**src/rtl/seg_xlat_pkg.sv**
```systemverilog
package seg_xlat_pkg;

  typedef enum logic [1:0] {
    ACC_FETCH = 2'b00,
    ACC_LOAD  = 2'b01,
    ACC_STORE = 2'b10,
    ACC_RSVD  = 2'b11
  } acc_kind_e;

  typedef enum logic [1:0] {
    CAUSE_NONE    = 2'b00,
    CAUSE_INVALID = 2'b01,
    CAUSE_BOUNDS  = 2'b10,
    CAUSE_PERM    = 2'b11
  } fault_cause_e;

  localparam int PERM_BITS = 3;
  localparam int PERM_EXEC = 0;
  localparam int PERM_READ = 1;
  localparam int PERM_WRITE = 2;

endpackage

```
**src/rtl/seg_table.sv**
```systemverilog
module seg_table #(
  parameter int SEG_BITS = 2,
  parameter int PA_BITS  = 16,
  parameter int LEN_BITS = 13,
  localparam int NSEG    = 1 << SEG_BITS
) (
  input  logic                              clk,
  input  logic                              rst_n,
  input  logic                              wr_en,
  input  logic                              wr_priv,
  input  logic [SEG_BITS-1:0]               wr_idx,
  input  logic [PA_BITS-1:0]                wr_base,
  input  logic [LEN_BITS-1:0]               wr_len,
  input  logic [seg_xlat_pkg::PERM_BITS-1:0] wr_perm,
  input  logic                              wr_valid,
  output logic [PA_BITS-1:0]                ent_base  [NSEG],
  output logic [LEN_BITS-1:0]               ent_len   [NSEG],
  output logic [seg_xlat_pkg::PERM_BITS-1:0] ent_perm [NSEG],
  output logic                              ent_valid [NSEG]
);

  logic wr_ok;
  assign wr_ok = wr_en & wr_priv;

  for (genvar g = 0; g < NSEG; g++) begin : g_ent
    logic                               ld;
    logic [PA_BITS-1:0]                 base_q, base_d;
    logic [LEN_BITS-1:0]                len_q, len_d;
    logic [seg_xlat_pkg::PERM_BITS-1:0] perm_q, perm_d;
    logic                               vld_q, vld_d;

    assign ld = wr_ok && (wr_idx == SEG_BITS'(g));

    always_comb begin
      base_d = base_q;
      len_d  = len_q;
      perm_d = perm_q;
      vld_d  = vld_q;
      if (ld) begin
        base_d = wr_base;
        len_d  = wr_len;
        perm_d = wr_perm;
        vld_d  = wr_valid;
      end
    end

    always_ff @(posedge clk or negedge rst_n) begin
      if (!rst_n) begin
        base_q <= '0;
        len_q  <= '0;
        perm_q <= '0;
        vld_q  <= 1'b0;
      end else begin
        base_q <= base_d;
        len_q  <= len_d;
        perm_q <= perm_d;
        vld_q  <= vld_d;
      end
    end

    assign ent_base[g]  = base_q;
    assign ent_len[g]   = len_q;
    assign ent_perm[g]  = perm_q;
    assign ent_valid[g] = vld_q;
  end

endmodule

```
**src/rtl/seg_req_reg.sv**
```systemverilog
module seg_req_reg #(
  parameter int SEG_BITS = 2,
  parameter int OFF_BITS = 12
) (
  input  logic                clk,
  input  logic                rst_n,
  input  logic                in_valid,
  input  logic [SEG_BITS-1:0] in_seg,
  input  logic [OFF_BITS-1:0] in_off,
  input  logic [1:0]          in_kind,
  output logic                q_valid,
  output logic [SEG_BITS-1:0] q_seg,
  output logic [OFF_BITS-1:0] q_off,
  output logic [1:0]          q_kind
);

  logic                valid_d;
  logic [SEG_BITS-1:0] seg_d;
  logic [OFF_BITS-1:0] off_d;
  logic [1:0]          kind_d;

  always_comb begin
    valid_d = in_valid;
    seg_d   = q_seg;
    off_d   = q_off;
    kind_d  = q_kind;
    if (in_valid) begin
      seg_d  = in_seg;
      off_d  = in_off;
      kind_d = in_kind;
    end
  end

  always_ff @(posedge clk or negedge rst_n) begin
    if (!rst_n) begin
      q_valid <= 1'b0;
      q_seg   <= '0;
      q_off   <= '0;
      q_kind  <= '0;
    end else begin
      q_valid <= valid_d;
      q_seg   <= seg_d;
      q_off   <= off_d;
      q_kind  <= kind_d;
    end
  end

endmodule

```
**src/rtl/seg_check.sv**
```systemverilog
module seg_check
  import seg_xlat_pkg::*;
#(
  parameter int SEG_BITS = 2,
  parameter int OFF_BITS = 12,
  parameter int PA_BITS  = 16,
  parameter int LEN_BITS = 13,
  localparam int NSEG    = 1 << SEG_BITS
) (
  input  logic                 req_v,
  input  logic [SEG_BITS-1:0]  req_seg,
  input  logic [OFF_BITS-1:0]  req_off,
  input  logic [1:0]           req_kind,
  input  logic [PA_BITS-1:0]   ent_base  [NSEG],
  input  logic [LEN_BITS-1:0]  ent_len   [NSEG],
  input  logic [PERM_BITS-1:0] ent_perm  [NSEG],
  input  logic                 ent_valid [NSEG],
  output logic [PA_BITS-1:0]   paddr,
  output fault_cause_e         cause
);

  logic [PA_BITS-1:0]   sel_base;
  logic [LEN_BITS-1:0]  sel_len;
  logic [PERM_BITS-1:0] sel_perm;
  logic                 sel_vld;
  logic                 in_range;
  logic                 perm_ok;

  always_comb begin
    sel_base = ent_base[req_seg];
    sel_len  = ent_len[req_seg];
    sel_perm = ent_perm[req_seg];
    sel_vld  = ent_valid[req_seg];
    in_range = LEN_BITS'(req_off) < sel_len;
    unique case (acc_kind_e'(req_kind))
      ACC_FETCH: perm_ok = sel_perm[PERM_EXEC];
      ACC_LOAD:  perm_ok = sel_perm[PERM_READ];
      ACC_STORE: perm_ok = sel_perm[PERM_WRITE];
      default:   perm_ok = 1'b0;
    endcase
  end

  always_comb begin
    cause = CAUSE_NONE;
    paddr = '0;
    if (req_v) begin
      if (!sel_vld)       cause = CAUSE_INVALID;
      else if (!in_range) cause = CAUSE_BOUNDS;
      else if (!perm_ok)  cause = CAUSE_PERM;
      if (cause == CAUSE_NONE) paddr = sel_base + PA_BITS'(req_off);
    end
  end

endmodule

```
**src/rtl/seg_xlat_unit.sv**
```systemverilog
module seg_xlat_unit
  import seg_xlat_pkg::*;
#(
  parameter int SEG_BITS = 2,
  parameter int OFF_BITS = 12,
  parameter int PA_BITS  = 16,
  localparam int VA_BITS  = SEG_BITS + OFF_BITS,
  localparam int LEN_BITS = OFF_BITS + 1,
  localparam int NSEG     = 1 << SEG_BITS
) (
  input  logic                 clk,
  input  logic                 rst_n,
  input  logic                 req_valid,
  input  logic [VA_BITS-1:0]   req_vaddr,
  input  logic [1:0]           req_kind,
  input  logic                 cfg_we,
  input  logic                 cfg_priv,
  input  logic [SEG_BITS-1:0]  cfg_idx,
  input  logic [PA_BITS-1:0]   cfg_base,
  input  logic [LEN_BITS-1:0]  cfg_len,
  input  logic [PERM_BITS-1:0] cfg_perm,
  input  logic                 cfg_valid,
  output logic                 rsp_valid,
  output logic [PA_BITS-1:0]   rsp_paddr,
  output logic                 rsp_fault,
  output logic [1:0]           rsp_cause
);

  logic [PA_BITS-1:0]   tbl_base  [NSEG];
  logic [LEN_BITS-1:0]  tbl_len   [NSEG];
  logic [PERM_BITS-1:0] tbl_perm  [NSEG];
  logic                 tbl_valid [NSEG];

  logic                 q_valid;
  logic [SEG_BITS-1:0]  q_seg;
  logic [OFF_BITS-1:0]  q_off;
  logic [1:0]           q_kind;
  fault_cause_e         cause;

  // Flattened table view for the bound checker
  logic [NSEG-1:0]           tbl_valid_vec;
  logic [NSEG*PA_BITS-1:0]   tbl_base_flat;
  logic [NSEG*LEN_BITS-1:0]  tbl_len_flat;
  logic [NSEG*PERM_BITS-1:0] tbl_perm_flat;

  for (genvar g = 0; g < NSEG; g++) begin : g_flat
    assign tbl_valid_vec[g]                          = tbl_valid[g];
    assign tbl_base_flat[g*PA_BITS +: PA_BITS]       = tbl_base[g];
    assign tbl_len_flat[g*LEN_BITS +: LEN_BITS]      = tbl_len[g];
    assign tbl_perm_flat[g*PERM_BITS +: PERM_BITS]   = tbl_perm[g];
  end

  seg_table #(.SEG_BITS(SEG_BITS), .PA_BITS(PA_BITS), .LEN_BITS(LEN_BITS)) u_table (
    .clk      (clk),
    .rst_n    (rst_n),
    .wr_en    (cfg_we),
    .wr_priv  (cfg_priv),
    .wr_idx   (cfg_idx),
    .wr_base  (cfg_base),
    .wr_len   (cfg_len),
    .wr_perm  (cfg_perm),
    .wr_valid (cfg_valid),
    .ent_base (tbl_base),
    .ent_len  (tbl_len),
    .ent_perm (tbl_perm),
    .ent_valid(tbl_valid)
  );

  seg_req_reg #(.SEG_BITS(SEG_BITS), .OFF_BITS(OFF_BITS)) u_req (
    .clk     (clk),
    .rst_n   (rst_n),
    .in_valid(req_valid),
    .in_seg  (req_vaddr[VA_BITS-1:OFF_BITS]),
    .in_off  (req_vaddr[OFF_BITS-1:0]),
    .in_kind (req_kind),
    .q_valid (q_valid),
    .q_seg   (q_seg),
    .q_off   (q_off),
    .q_kind  (q_kind)
  );

  seg_check #(
    .SEG_BITS(SEG_BITS), .OFF_BITS(OFF_BITS), .PA_BITS(PA_BITS), .LEN_BITS(LEN_BITS)
  ) u_check (
    .req_v    (q_valid),
    .req_seg  (q_seg),
    .req_off  (q_off),
    .req_kind (q_kind),
    .ent_base (tbl_base),
    .ent_len  (tbl_len),
    .ent_perm (tbl_perm),
    .ent_valid(tbl_valid),
    .paddr    (rsp_paddr),
    .cause    (cause)
  );

  assign rsp_valid = q_valid;
  assign rsp_cause = cause;
  assign rsp_fault = q_valid && (cause != CAUSE_NONE);

endmodule

```
**config.mk**
```make
export PLATFORM = sky130hd
export DESIGN_NAME = seg_xlat_unit
export DESIGN_NICKNAME = d
export VERILOG_FILES = /design/src/rtl/seg_xlat_pkg.sv /design/src/rtl/seg_table.sv /design/src/rtl/seg_req_reg.sv /design/src/rtl/seg_check.sv /design/src/rtl/seg_xlat_unit.sv
export SDC_FILE = /design/constraint.sdc
export NUM_CORES = 1
export LEC_CHECK = 0
export ABC_AREA = 1
export BUFFER_PORTS_ARGS = -buffer_cell sky130_fd_sc_hd__buf_2
export CAP_MARGIN = 10
export CELL_PAD_IN_SITES_DETAIL_PLACEMENT = 1
export CELL_PAD_IN_SITES_GLOBAL_PLACEMENT = 2
export CORE_AREA = 2 2 162 164
export DETAILED_ROUTE_END_ITERATION = 10
export DIE_AREA = 0 0 164 166
export HOLD_SLACK_MARGIN = 0.1
export PLACE_DENSITY = 0.73
export SKIP_LAST_GASP = 1
export SYNTH_ARGS = -nofsm -noshare
export SYNTH_HDL_FRONTEND = slang
export SYNTH_SLANG_ARGS = --single-unit
```
**constraint.sdc**
```tcl
create_clock -name clk -period 3.3 [get_ports clk]
set_input_delay 0.66 -clock clk [delete_from_list [all_inputs] [get_ports clk]]
set_output_delay 0.66 -clock clk [all_outputs]
set_load 0.1 [all_outputs]
```
==> metrics.md, run 1 <==
| Metric | Value |
|---|---|
| Status | `finished with violations` |
| Violations in the final reports | `setup timing` |
| Psw | `0.00221 W` |
| Cell Pwr Density | `618 mW/mm^2` |
| Insertion delay of the later-clocked pin in the worst-skew pair | `0.42 ns` |
| Post-layout instance count excluding filler cells | `1402` |
| Total I/O pin count | `76` |
| Cell-by-cell trace of the critical path | `inv_8 > buf_12 > buf_16 > o21ai_2 > nor2_1 > a21oi_2 > ha_1 > nand2_1 > inv_1 > nor2_1 > o21a_1 > nand2_2 > nand2_4 > nand4_4 > buf_6 > nor3_4 > buf_12` |
| Max-Slew Margin vs Limit | `46.7%` |
| Final critical delay including setup and external delays | `3.70 ns` |
| Antenna diode count | `0` |
| Most used standard cell by instance count after synthesis | `sky130_fd_sc_hd__nand2_1` |
| Total met2 wirelength after detailed routing | `11.6 mm` |
| Number of input and output port buffers inserted | `75` |
| Leakage power summed over all cells | `4.79 nW` |
| Sum of overflow across all layers after global routing | `0` |
| Portion of total power attributed to the clock network | `31.5%` |
| Proportion of power drawn by flip-flops and latches | `37.2%` |
| Family of cells with the greatest summed delay on the critical path | `simple AND/OR/NAND/NOR gates` |
| Topmost layer with routed signal wires | `met4` |
| Internal cell power | `0.00412 W` |
| Critical-path top delay cell | `sky130_fd_sc_hd__dfrtp_2` |
| Setup repair after global routing missed its margin | `yes` |
| Min-delay worst type | `input pin to async pin` |
| Largest family of logic cells by synthesized area | `simple AND/OR/NAND/NOR gates` |
| Combinational Power Share | `31.3%` |
| Metal3 WL | `587 microns` |
| Global placement routability congestion | `0.767` |
| Fraction of post-synthesis cell area in the top cell type by area | `49.5%` |
| Final Hold Viols | `0` |
| Synthesis-to-layout area growth | `36.3%` |
| Cell accounting for the most synthesized area | `sky130_fd_sc_hd__dfrtp_1` |
| Share of post-route cells with drive strength above 1 | `27.3%` |
| Peak VDD IR | `0.388 mV` |
| Dominant register cell in the synthesized netlist | `sky130_fd_sc_hd__dfrtp_1` |
| Startpoint type of the worst setup path | `flip-flop` |
| Maximum level of the CTS H-tree | `4` |
| Switching fraction of total power | `34.9%` |
| Sequential share of the synthesized area | `49.5%` |
| Final HPWL DP | `16.4 mm` |
| WL final | `24.5 mm` |
| DRC violation count after routing | `0` |
| Number of standard cells after synthesis | `934` |
| Vias in the first global route | `7172` |
| Clock-pin slew on the worst setup and hold paths | `0.07 ns` |
| Maximum number of pins on one net before global-route repair | `76` |
| Die Y | `166 microns` |
| Period utilisation layout | `112%` |
| FMAX | `0.270 GHz` |
| Transition time of the tightest slew-check pin | `0.800 ns` |
| Synth area leaders | `sky130_fd_sc_hd__dfrtp_1 50%, sky130_fd_sc_hd__o21ai_0 11%, sky130_fd_sc_hd__nand2_1 11%` |
| Critical Path Sink Type | `output port` |
| Share of synthesized flip-flops with an asynchronous set or reset | `100%` |
| Synth cell types | `33` |
| Total via count in the routed design | `6652` |
| Pre-antenna DRT Iters | `5` |
| Largest stage delay on the critical path | `0.48 ns` |
| Net count after synthesis | `1014` |
| Average routed wire per standard cell | `17.5 microns` |
| Largest fanout on the critical path | `5` |
| Commonest cells in the synthesized netlist | `215 x sky130_fd_sc_hd__nand2_1, 171 x sky130_fd_sc_hd__o21ai_0, 149 x sky130_fd_sc_hd__dfrtp_1` |
| Synthesized-area fraction occupied by xor and xnor cells | `1.28%` |
| Number of antenna violations at the first check in global routing | `0` |
| Initial standard-cell utilization of the core | `29.4%` |
| Mux cell area share after synthesis | `1.80%` |
| Post-synthesis area per instance | `8.06 sq um` |
| Cell at the root of the clock tree | `sky130_fd_sc_hd__clkbuf_16` |
| Wire length on met1 | `11.9 mm` |
| Synth Area in Simple Gates | `19.6%` |
| Avg Vias per Cell | `4.74` |
| Final Skew | `0 ns` |
| Core Footprint | `0.0256 sq mm` |
| Area enclosed by the die boundary | `0.0272 sq mm` |
| Number of endpoints failing setup at the final stage | `19` |
| Global-route wire length before repair | `40.0 mm` |
| Required time of the critical path | `2.64 ns` |
| Category of the most critical setup path | `flip-flop to output port` |
| Fraction of the mapped netlist area in adder cells | `4.09%` |
| Number of synthesized flops with an enable pin | `0` |
| Post-layout util | `40.0%` |
| Number of pins exceeding their max-slew limit in the final report | `0` |
| Final layout net count | `1134` |
| Number of synthesized register bits | `149` |
| Horiz. Die Dim | `164 microns` |
| Post-synthesis compound-gate area fraction | `16.7%` |
| Clock Path Buffers | `2` |
| # placed instances | `1353` |
| Cell Area, Synth | `0.00753 sq mm` |
| TritonCTS clock tree | `done` |
| Number of clock sinks | `149` |
| Number of buffers created by CTS | `17` |
| # hold bufs at CTS | `0` |
| Initial DRC count | `392` |
| # Max-Cap Violations | `0` |
| Synthesis warning total | `0` |
| Arrival time at the worst endpoint | `3.04 ns` |
| Bufs and invs on worst path | `6` |
| Worst setup margin | `-0.402 ns` |
| Antenna-violating nets left | `0` |
| Number of standard-cell rows in the floorplan | `59` |
| Global Route Usage Sum | `19.0%` |
-- worst reg2reg max path: stages, from the launching register on --
cell and delay, ns:
sky130_fd_sc_hd__dfrtp_2 0.48, sky130_fd_sc_hd__inv_8 0.11, sky130_fd_sc_hd__buf_12 0.14, sky130_fd_sc_hd__o21ai_0 0.08
-- path summary, 6_finish.rpt --
kind / start / end / slack (ns) / cells after the start
setup / recovery: u_req.q_seg[0] / rsp_paddr[13] / -0.40 / 17
hold / removal: rst_n / u_req.q_off[8] / 0.25 / 1
setup reg to reg: u_req.q_seg[0] / u_req.q_seg[0] / 2.34 / 3
hold reg to reg: u_table.g_ent[2].base_q[6] / u_table.g_ent[2].base_q[6] / 0.48 / 2
max in group asynchronous: rst_n / u_table.g_ent[0].len_q[12] / 2.29 / 2
min in group clk: req_kind[0] / u_req.q_kind[0] / 0.45 / 3
-- power groups by stage --
stage                     Combinational (W)  Clock, W  Sequential, W
after floorplan                     0.00112         0        0.00232
after global placement              0.00170         0        0.00237
after detailed placement            0.00174         0        0.00238
after CTS                           0.00192   0.00204        0.00235
after global routing                0.00222   0.00211        0.00240
final                               0.00198   0.00200        0.00236
-- metrics by stage --
| step | power (W) | cell area [sq um] | worst slack [ns] | setup TNS, ns | hold WS (ns) |
|---|---|---|---|---|---|
| 3_3_place_gp | 0.00406 | 9080 | 0.0268 | 0 | 0.461 |
| 5_1_grt | 0.00673 | 10300 | -0.588 | -9.68 | 0.310 |
| 3_5_place_dp | 0.00411 | 9080 | -0.0178 | -0.0178 | 0.468 |
| 6_report | 0.00634 | 10300 | -0.402 | -6.17 | 0.249 |
| 2_1_floorplan | 0.00343 | 7720 | -0.208 | -1.27 | 0.364 |
| 4_1_cts | 0.00631 | 10100 | -0.431 | -6.52 | 0.312 |
-- cell type report --
type / instances / area [sq um]
Fill cell: 2972 / 15400
Sequential cell: 149 / 3730
Multi-Input combinational cell: 655 / 3730
Timing Repair Buffer: 153 / 1480
Clock buffer: 17 / 425
Tap cell: 335 / 419
Inverter: 78 / 303
Clock inverter: 15 / 168
-- layout by cell type, fill, tap and decap left out, types with 5 or more instances in the layout --
| cell type | n |
|---|---|
| sky130_fd_sc_hd__clkbuf_16 | 17 |
| sky130_fd_sc_hd__mux2_2 | 12 |
| sky130_fd_sc_hd__inv_6 | 6 |
| sky130_fd_sc_hd__nor2_2 | 8 |
| sky130_fd_sc_hd__o21ai_0 | 145 |
| sky130_fd_sc_hd__ha_1 | 17 |
| sky130_fd_sc_hd__xnor2_1 | 6 |
| sky130_fd_sc_hd__a21oi_2 | 12 |
| sky130_fd_sc_hd__o211ai_1 | 5 |
| sky130_fd_sc_hd__nand3_1 | 18 |
| sky130_fd_sc_hd__buf_2 | 55 |
| sky130_fd_sc_hd__o21ai_1 | 17 |
| sky130_fd_sc_hd__a21oi_1 | 31 |
| sky130_fd_sc_hd__nand2_1 | 202 |
| sky130_fd_sc_hd__nor2_4 | 21 |
| sky130_fd_sc_hd__inv_1 | 75 |
| sky130_fd_sc_hd__buf_6 | 6 |
| sky130_fd_sc_hd__buf_4 | 58 |
| sky130_fd_sc_hd__o22ai_1 | 9 |
| sky130_fd_sc_hd__buf_12 | 29 |
| sky130_fd_sc_hd__nand2_2 | 12 |
| sky130_fd_sc_hd__nand3_2 | 6 |
| sky130_fd_sc_hd__ha_4 | 6 |
| sky130_fd_sc_hd__o21ai_2 | 9 |
| sky130_fd_sc_hd__dfrtp_1 | 148 |
| sky130_fd_sc_hd__nor2_1 | 92 |
-- layer usage --
layer,up-vias,global-route usage (%)
met5,-,0
met2,102,30.4
met1,3249,26.8
met4,0,5.23
met3,29,2.62
li1,3272,-
-- timing repair --
item / 4_1_cts / 5_1_grt
cloned: 6 / 0
endpoints found under the setup margin: 19 / 19
setup buffers: 11 / 4
pin swaps: 11 / 24
hold endpoints to repair: 0 / 0
gates resized for setup: 70 / 40
-- flip-flops by register name, indices dropped and copies added (netlist names) --
register	cells
u_table.g_ent.base_q	64
u_req.q_kind	2
u_table.g_ent.vld_q	4
u_table.g_ent.len_q	52
u_table.g_ent.perm_q	12
u_req.q_off	12
u_req.q_seg	2
u_req.q_valid	1
-- cell families (layout without fill, tap and decap cells) --
kind of cell    Yosys count  after routing
compound gates          241            241
simple gates            367            367
flops                   149            149
buf+inv                 130            263
mux                      12             12
fa+ha+maj                24             24
xor+xnor                 11             11
Note: power is estimated with default switching activity, not from simulation.
==> run 2, diff against run 1 <==
--- a/config.mk
+++ b/config.mk
@@ -10,12 +10,13 @@
 export CAP_MARGIN = 10
 export CELL_PAD_IN_SITES_DETAIL_PLACEMENT = 1
 export CELL_PAD_IN_SITES_GLOBAL_PLACEMENT = 2
-export CORE_AREA = 2 2 162 164
+export CORE_AREA = 2 2 167 169
 export DETAILED_ROUTE_END_ITERATION = 10
-export DIE_AREA = 0 0 164 166
+export DIE_AREA = 0 0 169 171
 export HOLD_SLACK_MARGIN = 0.1
-export PLACE_DENSITY = 0.73
+export PLACE_DENSITY = 0.74
 export SKIP_LAST_GASP = 1
 export SYNTH_ARGS = -nofsm -noshare
 export SYNTH_HDL_FRONTEND = slang
+export SYNTH_HIERARCHICAL = 1
 export SYNTH_SLANG_ARGS = --single-unit
==> run 2 against run 1 <==
  * Count of clock-buffer cells in the layout grew 2
  * Fmax shrank 0.58%
  * Largest cell class is now multi-input gates
  * The flow still finishes with violations (setup timing)
  * Critical endpoint is now rsp_paddr[15]
  * Clock power grew 3%
  * Register-to-register slack lost 0.28 ns
  * Global-route usage grew 1.3 points
  * Critical path depth grew 3
==> metrics.md, run 2 <==
| Metric | Value |
|---|---|
| Status | `finished with violations` |
| Violations in the final reports | `setup timing` |
| TritonCTS clock tree | `done` |
| # Max-Cap Violations | `0 (unchanged)` |
| Post-synthesis area per instance | `7.56 sq um (-6.2%)` |
| Number of endpoints failing setup at the final stage | `19 (unchanged)` |
| Sequential share of the synthesized area | `46.3% (-3.2 points)` |
| Min-delay worst type | `input pin to async pin` |
| FMAX | `0.269 GHz (-0.58%)` |
| Final HPWL DP | `18.2 mm (+11%)` |
| Category of the most critical setup path | `flip-flop to output port` |
| Flip-flop count of the largest register after layout | `64 (unchanged)` |
| Number of antenna violations at the first check in global routing | `0 (unchanged)` |
| DRC violation count after routing | `0 (unchanged)` |
| Number of input and output port buffers inserted | `75 (unchanged)` |
| Number of standard cells after synthesis | `1065 (+14%)` |
| Synthesis warning total | `6 (+6)` |
| Worst reg2reg endpoint | `u_req/q_seg[0]` |
| FF-to-FF Start | `u_req/q_seg[0]` |
| Register-to-Register Path Depth | `5 (+2)` |
| Number of clock sinks | `149 (unchanged)` |
| Clock-pin slew on the worst setup and hold paths | `0.07 ns (about the same)` |
| Cell accounting for the most synthesized area | `sky130_fd_sc_hd__dfrtp_1` |
| Peak VDD IR | `0.335 mV (-14%)` |
| Number of synthesized register bits | `149 (unchanged)` |
| Post-placement cell area | `0.00936 sq mm (+3.1%)` |
| Leakage power summed over all cells | `5.39 nW (+12%)` |
| Layout Cell Area excl Fill | `0.0107 sq mm (+4.5%)` |
| Maximum level of the CTS H-tree | `4 (unchanged)` |
| Most frequent cells in the layout | `453 x sky130_fd_sc_hd__nand2_1, 148 x sky130_fd_sc_hd__dfrtp_1, 113 x sky130_fd_sc_hd__nand3_1` |
| Global placement routability congestion | `0.768 (+0.22%)` |
| Cell Area, Synth | `0.00805 sq mm (+6.9%)` |
| Final layout net count | `1251 (+10%)` |
| Arrival time at the worst endpoint | `3.06 ns (+0.02 ns)` |
| Commonest cells in the synthesized netlist | `471 x sky130_fd_sc_hd__nand2_1, 149 x sky130_fd_sc_hd__dfrtp_1, 119 x sky130_fd_sc_hd__nand3_1` |
| Share of synthesized flip-flops with an asynchronous set or reset | `100% (unchanged)` |
| Largest register by flop count | `u_table/g_ent.base_q` |
| Number of pins exceeding their max-slew limit in the final report | `0 (unchanged)` |
| Global-route wire length before repair | `44.5 mm (+11%)` |
| Transition time of the tightest slew-check pin | `0.806 ns (+0.00585 ns)` |
| Area enclosed by the die boundary | `0.0289 sq mm (+6.2%)` |
| Synth cell types | `41 (+24%)` |
| Total via count in the routed design | `7461 (+12%)` |
| Initial standard-cell utilization of the core | `29.5% (+0.078 points)` |
| Setup slack of the worst register-to-register path | `2.06 ns (-0.28 ns)` |
| Number of buffers created by CTS | `17 (unchanged)` |
| Biggest registers after layout | `u_table/g_ent.base_q x64, u_table/g_ent.len_q x52` |
| Largest fanout on the critical path | `6 (+1)` |
| Period utilisation layout | `113% (+0.66 points)` |
| Antenna diode count | `0 (unchanged)` |
| Avg Vias per Cell | `4.88 (+2.8%)` |
| Required time of the critical path | `2.64 ns (about the same)` |
| Maximum number of pins on one net before global-route repair | `70 (-7.9%)` |
| # hold bufs at CTS | `0 (unchanged)` |
| Fraction of post-synthesis cell area in the top cell type by area | `46.3% (-3.2 points)` |
| Net count after synthesis | `1145 (+13%)` |
| Setup repair after global routing missed its margin | `yes` |
| Cell Pwr Density | `590 mW/mm^2 (-4.5%)` |
| Synth area leaders | `sky130_fd_sc_hd__dfrtp_1 46%, sky130_fd_sc_hd__nand2_1 22%, sky130_fd_sc_hd__nand3_1 7.4%` |
| Most used standard cell by instance count after synthesis | `sky130_fd_sc_hd__nand2_1` |
| Setup Slack @ Placement | `-0.0797 ns (-0.0618 ns)` |
| Clock Path Buffers | `2 (unchanged)` |
| Critical path startpoint | `u_req/q_seg[0]` |
| Number of standard-cell rows in the floorplan | `61 (+3.4%)` |
| Number of synthesized flops with an enable pin | `0 (unchanged)` |
| Max-Slew Margin vs Limit | `46.3% (-0.39 points)` |
| Most common cell after layout, fill and taps aside | `sky130_fd_sc_hd__nand2_1` |
| Antenna-violating nets left | `0 (unchanged)` |
| Final Skew | `0 ns (unchanged)` |
| Average routed wire per standard cell | `18.6 microns (+6.0%)` |
| Share of post-route cells with drive strength above 1 | `24.7% (-2.6 points)` |
| Global Route Usage Sum | `20.2% (+1.3 points)` |
| Pre-antenna DRT Iters | `4 (-1)` |
| Worst setup margin | `-0.424 ns (-0.0218 ns)` |
| Final critical delay including setup and external delays | `3.72 ns (+0.0218 ns)` |
| Die Y | `171 microns (+3.0%)` |
| Final Hold Viols | `0 (unchanged)` |
| Horiz. Die Dim | `169 microns (+3.0%)` |
| WL final | `28.4 mm (+16%)` |
| Initial DRC count | `394 (+0.51%)` |
| Vias in the first global route | `7829 (+9.2%)` |
| Total I/O pin count | `76 (unchanged)` |
| Critical Path Sink Type | `output port` |
| Core Footprint | `0.0273 sq mm (+6.7%)` |
| Synthesis-to-layout area growth | `33.1%` |
| Sum of overflow across all layers after global routing | `0 (unchanged)` |
| Cell at the root of the clock tree | `sky130_fd_sc_hd__clkbuf_16` |
| Startpoint type of the worst setup path | `flip-flop` |
| Insertion delay of the later-clocked pin in the worst-skew pair | `0.43 ns (about the same)` |
| Dominant register cell in the synthesized netlist | `sky130_fd_sc_hd__dfrtp_1` |
run 2: cell count changes in the layout (fill, tap and decap cells not counted), moves of 12 or more:
cell / before / now
sky130_fd_sc_hd__inv_1: 75 / 35
sky130_fd_sc_hd__nand2_1: 202 / 453
sky130_fd_sc_hd__nor2_1: 92 / 53
sky130_fd_sc_hd__mux2_2: 12 / 0
sky130_fd_sc_hd__nand3_1: 18 / 113
sky130_fd_sc_hd__o21ai_0: 145 / 18
sky130_fd_sc_hd__a21oi_1: 31 / 19
run 2: how the worst max path moves through the flow:
stage	endpoint	slack [ns]	cells after the start
after global placement	rsp_paddr[15]	-0.06	14
after global routing	rsp_paddr[2]	-0.58	17
after CTS	rsp_paddr[14]	-0.40	15
after detailed placement	rsp_paddr[14]	-0.08	13
final	rsp_paddr[15]	-0.42	20
after floorplan	rsp_fault	-0.37	20
run 2: stage by stage:
step / TNS (ns) / std cells / power (W) / hold WS [ns] / utilization, %
2_1_floorplan: -3.14 / 1065 / 0.00340 / 0.364 / -
5_1_grt: -9.75 / 1530 / 0.00671 / 0.271 / 39.2
6_report: -6.66 / 1530 / 0.00632 / 0.229 / 39.2
4_1_cts: -6.08 / 1519 / 0.00620 / 0.251 / 37.8
3_3_place_gp: -0.118 / 1473 / 0.00394 / 0.447 / 34.2
3_5_place_dp: -0.215 / 1473 / 0.00399 / 0.453 / 34.2
run 2: cells by family after synthesis:
kind of cell / after synthesis / share of synthesized area [%]
xor+xnor: 8 / 0.871
compound gates: 92 / 6.92
flops: 149 / 46.3
fa+ha+maj: 24 / 3.82
simple gates: 686 / 35.3
buf+inv: 106 / 6.79
run 2: repair_timing:
action | in CTS | in global routing
setup buffers | 11 | 9
endpoints found under the setup margin | 19 | 19
pin swaps | 35 | 26
resized for setup | 58 | 46
gates cloned | 3 | 2
run 2: routing by layer:
metal  GRT usage, %  up-vias  share of wire, %
li1               -     3628                 -
met4           4.31        0              0.96
met3           2.64       15               2.9
met5              0        -                 0
met2           35.7      116                50
met1           26.6     3702                46
run 2: where the power goes:
| group | switching [W] | internal (W) |
|---|---|---|
| combinational | 0.00113 | 0.000781 |
| clock | 0.000836 | 0.00122 |
| sequential | 0.000211 | 0.00215 |
| total | 0.00217 | 0.00415 |
run 2: area by class of cell:
type,instances,area [sq um]
well taps,346,433
repair inverters,2,25.0
clock buffers,19,443
clock inverters,13,173
repair buffers,148,1430
inverters,43,186
flip-flops and latches,149,3730
multi-input cells,810,4300
fillers,3226,16600
run 2: worst max-delay path, stage by stage, from the launching register on:
cell and delay (ns):
sky130_fd_sc_hd__dfrtp_2 0.44, sky130_fd_sc_hd__buf_12 0.17, sky130_fd_sc_hd__buf_12 0.14, sky130_fd_sc_hd__inv_12 0.06, sky130_fd_sc_hd__nand2_1 0.05, sky130_fd_sc_hd__a32o_2 0.27, sky130_fd_sc_hd__ha_4 0.17, sky130_fd_sc_hd__nand2_1 0.05
sky130_fd_sc_hd__inv_1 0.04, sky130_fd_sc_hd__o21ai_1 0.14, sky130_fd_sc_hd__nand2_1 0.08, sky130_fd_sc_hd__nand2_1 0.07, sky130_fd_sc_hd__nand2_1 0.06, sky130_fd_sc_hd__nand2_2 0.10, sky130_fd_sc_hd__buf_12 0.11, sky130_fd_sc_hd__nand3_4 0.08
sky130_fd_sc_hd__nor2_4 0.10, sky130_fd_sc_hd__buf_6 0.12, sky130_fd_sc_hd__nand2_1 0.09, sky130_fd_sc_hd__nor2_4 0.12, sky130_fd_sc_hd__buf_12 0.18
==> run 3, diff against run 2 <==
--- a/config.mk
+++ b/config.mk
@@ -8,13 +8,12 @@
 export ABC_AREA = 1
 export BUFFER_PORTS_ARGS = -buffer_cell sky130_fd_sc_hd__buf_2
 export CAP_MARGIN = 10
-export CELL_PAD_IN_SITES_DETAIL_PLACEMENT = 1
-export CELL_PAD_IN_SITES_GLOBAL_PLACEMENT = 2
 export CORE_AREA = 2 2 167 169
+export CTS_BUF_LIST = sky130_fd_sc_hd__clkbuf_16
 export DETAILED_ROUTE_END_ITERATION = 10
 export DIE_AREA = 0 0 169 171
 export HOLD_SLACK_MARGIN = 0.1
-export PLACE_DENSITY = 0.74
+export PLACE_DENSITY = 0.5
 export SKIP_LAST_GASP = 1
 export SYNTH_ARGS = -nofsm -noshare
 export SYNTH_HDL_FRONTEND = slang
==> run 3 against run 2 <==
  * Cell count fell by 0.92%
  * Fmax increased by 2.9%
  * Critical endpoint is now rsp_fault
  * The run still ends with setup timing left
  * Cell area decreased by 0.49%
  * Sequential power about the same
  * Critical path type unchanged
  * First-iteration DRC count decreased by 5.3%
  * Non-clock buffer count fell by 11
  * Combinational power shrank 6%
  * Routed wire length is 11% lower
  * Register-to-register slack improved by 0.19 ns
==> metrics.md, run 3 (same netlist as run 2, synthesis figures left out) <==
| Metric | Value |
|---|---|
| Fill cell total of the finished layout | `2835 (-12%)` |
| Sum of overflow across all layers after global routing | `0 (unchanged)` |
| Category of the most critical setup path | `flip-flop to output port` |
| Peak VDD IR | `0.375 mV (+12%)` |
| Biggest registers after layout | `u_table/g_ent.base_q x64, u_table/g_ent.len_q x52` |
| Global Route Usage Sum | `18.2% (-2.1 points)` |
| Global placement routability congestion | `0.798 (+3.9%)` |
| Required time of the critical path | `2.64 ns (about the same)` |
| Clock-pin slew on the worst setup and hold paths | `0.06 ns (about the same)` |
| Maximum number of pins on one net before global-route repair | `66 (-5.7%)` |
| Total via count in the routed design | `7279 (-2.4%)` |
| Proportion of power drawn by flip-flops and latches | `37.7% (+0.4 points)` |
| Transition time of the tightest slew-check pin | `0.644 ns (-0.161 ns)` |
| Number of pins exceeding their max-slew limit in the final report | `0 (unchanged)` |
| Leakage power summed over all cells | `5.36 nW (-0.58%)` |
| Critical Path Sink Type | `output port` |
| Cell Pwr Density | `588 mW/mm^2 (-0.39%)` |
| FMAX | `0.276 GHz (+2.9%)` |
| Most frequent cells in the layout | `457 x sky130_fd_sc_hd__nand2_1, 148 x sky130_fd_sc_hd__dfrtp_1, 112 x sky130_fd_sc_hd__nand3_1` |
| Internal cell power | `0.00422 W (+1.6%)` |
| Portion of total power attributed to the clock network | `33.7% (+1.2 points)` |
| Psw | `0.00205 W (-5.7%)` |
| Switching fraction of total power | `32.7% (-1.7 points)` |
| # Max-Cap Violations | `0 (unchanged)` |
| Number of clock sinks | `149 (unchanged)` |
| Combinational Power Share | `28.6% (-1.5 points)` |
| Core Footprint | `0.0273 sq mm (unchanged)` |
| Largest fanout on the critical path | `8 (+2)` |
| Flip-flop count of the largest register after layout | `64 (unchanged)` |
| Period utilisation layout | `110% (-3.2 points)` |
| Initial standard-cell utilization of the core | `29.5% (unchanged)` |
| Final Skew | `0 ns (unchanged)` |
| Final Hold Viols | `0 (unchanged)` |
| Setup repair after global routing missed its margin | `yes` |
| Arrival time at the worst endpoint | `2.96 ns (-0.10 ns)` |
| Number of standard-cell rows in the floorplan | `61 (unchanged)` |
| Antenna diode count | `0 (unchanged)` |
| Global-route wire length before repair | `40.3 mm (-9.3%)` |
| DRC violation count after routing | `0 (unchanged)` |
| Status | `finished with violations` |
| Violations in the final reports | `setup timing` |
| Average routed wire per standard cell | `16.7 microns (-9.8%)` |
| FF-to-FF Start | `u_req/q_seg[1]` |
| Horiz. Die Dim | `169 microns (unchanged)` |
| Hold Worst Slack | `0.231 ns (+0.00196 ns)` |
| Clock Path Buffers | `2 (unchanged)` |
| Area of all sequential standard cells | `0.00373 sq mm (unchanged)` |
| Die Y | `171 microns (unchanged)` |
| Final layout net count | `1238 (-1.0%)` |
| Number of buffers created by CTS | `17 (unchanged)` |
| Largest register by flop count | `u_table/g_ent.base_q` |
| Setup slack of the worst register-to-register path | `2.25 ns (+0.19 ns)` |
| WL final | `25.4 mm (-11%)` |
| Area occupied by multi-input gates | `0.00430 sq mm (about the same)` |
| Avg Vias per Cell | `4.80 (-1.5%)` |
| Area enclosed by the die boundary | `0.0289 sq mm (unchanged)` |
| Register-to-Register Path Depth | `4 (-1)` |
| TritonCTS clock tree | `done` |
| Synthesis-to-layout area growth | `32.5%` |
| Vias in the first global route | `7126 (-9.0%)` |
| Total I/O pin count | `76 (unchanged)` |
| Cell at the root of the clock tree | `sky130_fd_sc_hd__clkbuf_16` |
| Maximum level of the CTS H-tree | `4 (unchanged)` |
| Overall power | `0.00627 W (-0.87%)` |
| Number of antenna violations at the first check in global routing | `0 (unchanged)` |
| Max-Slew Margin vs Limit | `57.0% (+11 points)` |
| Most common cell after layout, fill and taps aside | `sky130_fd_sc_hd__nand2_1` |
| Min-delay worst type | `input pin to async pin` |
| Worst reg2reg endpoint | `u_req/q_seg[1]` |
| Initial DRC count | `373 (-5.3%)` |
| Number of input and output port buffers inserted | `75 (unchanged)` |
| Final HPWL DP | `16.5 mm (-9.3%)` |
| Pre-antenna DRT Iters | `5 (+1)` |
| Post-layout util | `39.0% (-0.19 points)` |
| Startpoint type of the worst setup path | `flip-flop` |
| Share of post-route cells with drive strength above 1 | `24.4% (-0.22 points)` |
| Final critical delay including setup and external delays | `3.62 ns (-0.104 ns)` |
| Worst setup margin | `-0.320 ns (+0.104 ns)` |
| Number of endpoints failing setup at the final stage | `19 (unchanged)` |
| Insertion delay of the later-clocked pin in the worst-skew pair | `0.43 ns (about the same)` |
| Antenna-violating nets left | `0 (unchanged)` |
-- run 3: changes by cell type in the layout (fill, tap and decap cells not counted), moves of 4 or more --
cell and delta:
sky130_fd_sc_hd__nor2_2 +7, sky130_fd_sc_hd__a21oi_2 +5, sky130_fd_sc_hd__nor2_1 -4, sky130_fd_sc_hd__a21oi_1 -4
sky130_fd_sc_hd__buf_4 -15, sky130_fd_sc_hd__o21ai_0 -10, sky130_fd_sc_hd__o21ai_1 +10, sky130_fd_sc_hd__nand2_1 +4
-- run 3: repair_timing --
item,in CTS,in global routing
cloned,4,2
pin swaps,16,39
setup buffers,11,3
hold buffers,0,0
setup endpoints to repair,19,19
resized for setup,39,71
-- run 3: worst max-delay path, cell delays in order, from the launching register on --
cell	delay [ns]
sky130_fd_sc_hd__dfrtp_2	0.46
sky130_fd_sc_hd__clkinv_4	0.09
sky130_fd_sc_hd__buf_6	0.12
sky130_fd_sc_hd__buf_16	0.12
sky130_fd_sc_hd__nand2_2	0.04
sky130_fd_sc_hd__a32o_2	0.30
sky130_fd_sc_hd__ha_4	0.16
sky130_fd_sc_hd__a21o_1	0.15
sky130_fd_sc_hd__a21oi_2	0.13
sky130_fd_sc_hd__nand2_1	0.07
sky130_fd_sc_hd__nand2_2	0.11
sky130_fd_sc_hd__nand2_1	0.06
sky130_fd_sc_hd__o21bai_1	0.20
sky130_fd_sc_hd__and2_4	0.21
sky130_fd_sc_hd__nor2_4	0.04
sky130_fd_sc_hd__nor2_4	0.09
sky130_fd_sc_hd__buf_12	0.18
-- run 3: area by class of cell --
| type | instances | share of cell area [%] |
|---|---|---|
| multi-input cells | 810 | 40.3 |
| repair buffers | 137 | 13.0 |
| clock buffers | 17 | 3.99 |
| flip-flops and latches | 149 | 35.0 |
| clock inverters | 14 | 1.96 |
| inverters | 43 | 1.64 |
| well taps | 346 | 4.06 |
-- run 3: power by group through the flow --
stage | clock network, W | registers, W | logic, W
floorplan | 0 | 0.00231 | 0.00109
global placement | 0 | 0.00238 | 0.00154
detailed placement | 0 | 0.00238 | 0.00156
CTS | 0.00215 | 0.00235 | 0.00167
global route | 0.00224 | 0.00240 | 0.00200
finish | 0.00211 | 0.00236 | 0.00179
-- run 3: worst max-delay path by stage --
stage	startpoint	endpoint	slack [ns]
4_1_cts	u_req/q_seg[0]	rsp_fault	-0.39
2_1_floorplan	u_req/q_seg[0]	rsp_fault	-0.37
3_3_place_gp	u_req/q_seg[0]	rsp_fault	0.04
5_1_grt	u_req/q_seg[0]	rsp_paddr[14]	-0.46
6_report	u_req/q_seg[0]	rsp_fault	-0.32
3_5_place_dp	u_req/q_seg[0]	rsp_paddr[15]	0.02
-- run 3: metal layers --
layer  track usage, %  routed length [microns]
met1             25.5                    12200
met4             4.46                      292
met2             29.4                    11900
met5                0                        0
met3             2.82                     1020
-- run 3: per-stage QoR --
stage          TNS, ns  cells  cell area (sq um)  setup WS (ns)
4_1_cts          -5.61   1511              10300         -0.389
2_1_floorplan    -3.14   1065               8240         -0.366
3_3_place_gp         0   1465               9360         0.0353
6_report         -4.63   1516              10700         -0.320
3_5_place_dp         0   1465               9360         0.0203
5_1_grt          -7.29   1516              10700         -0.463
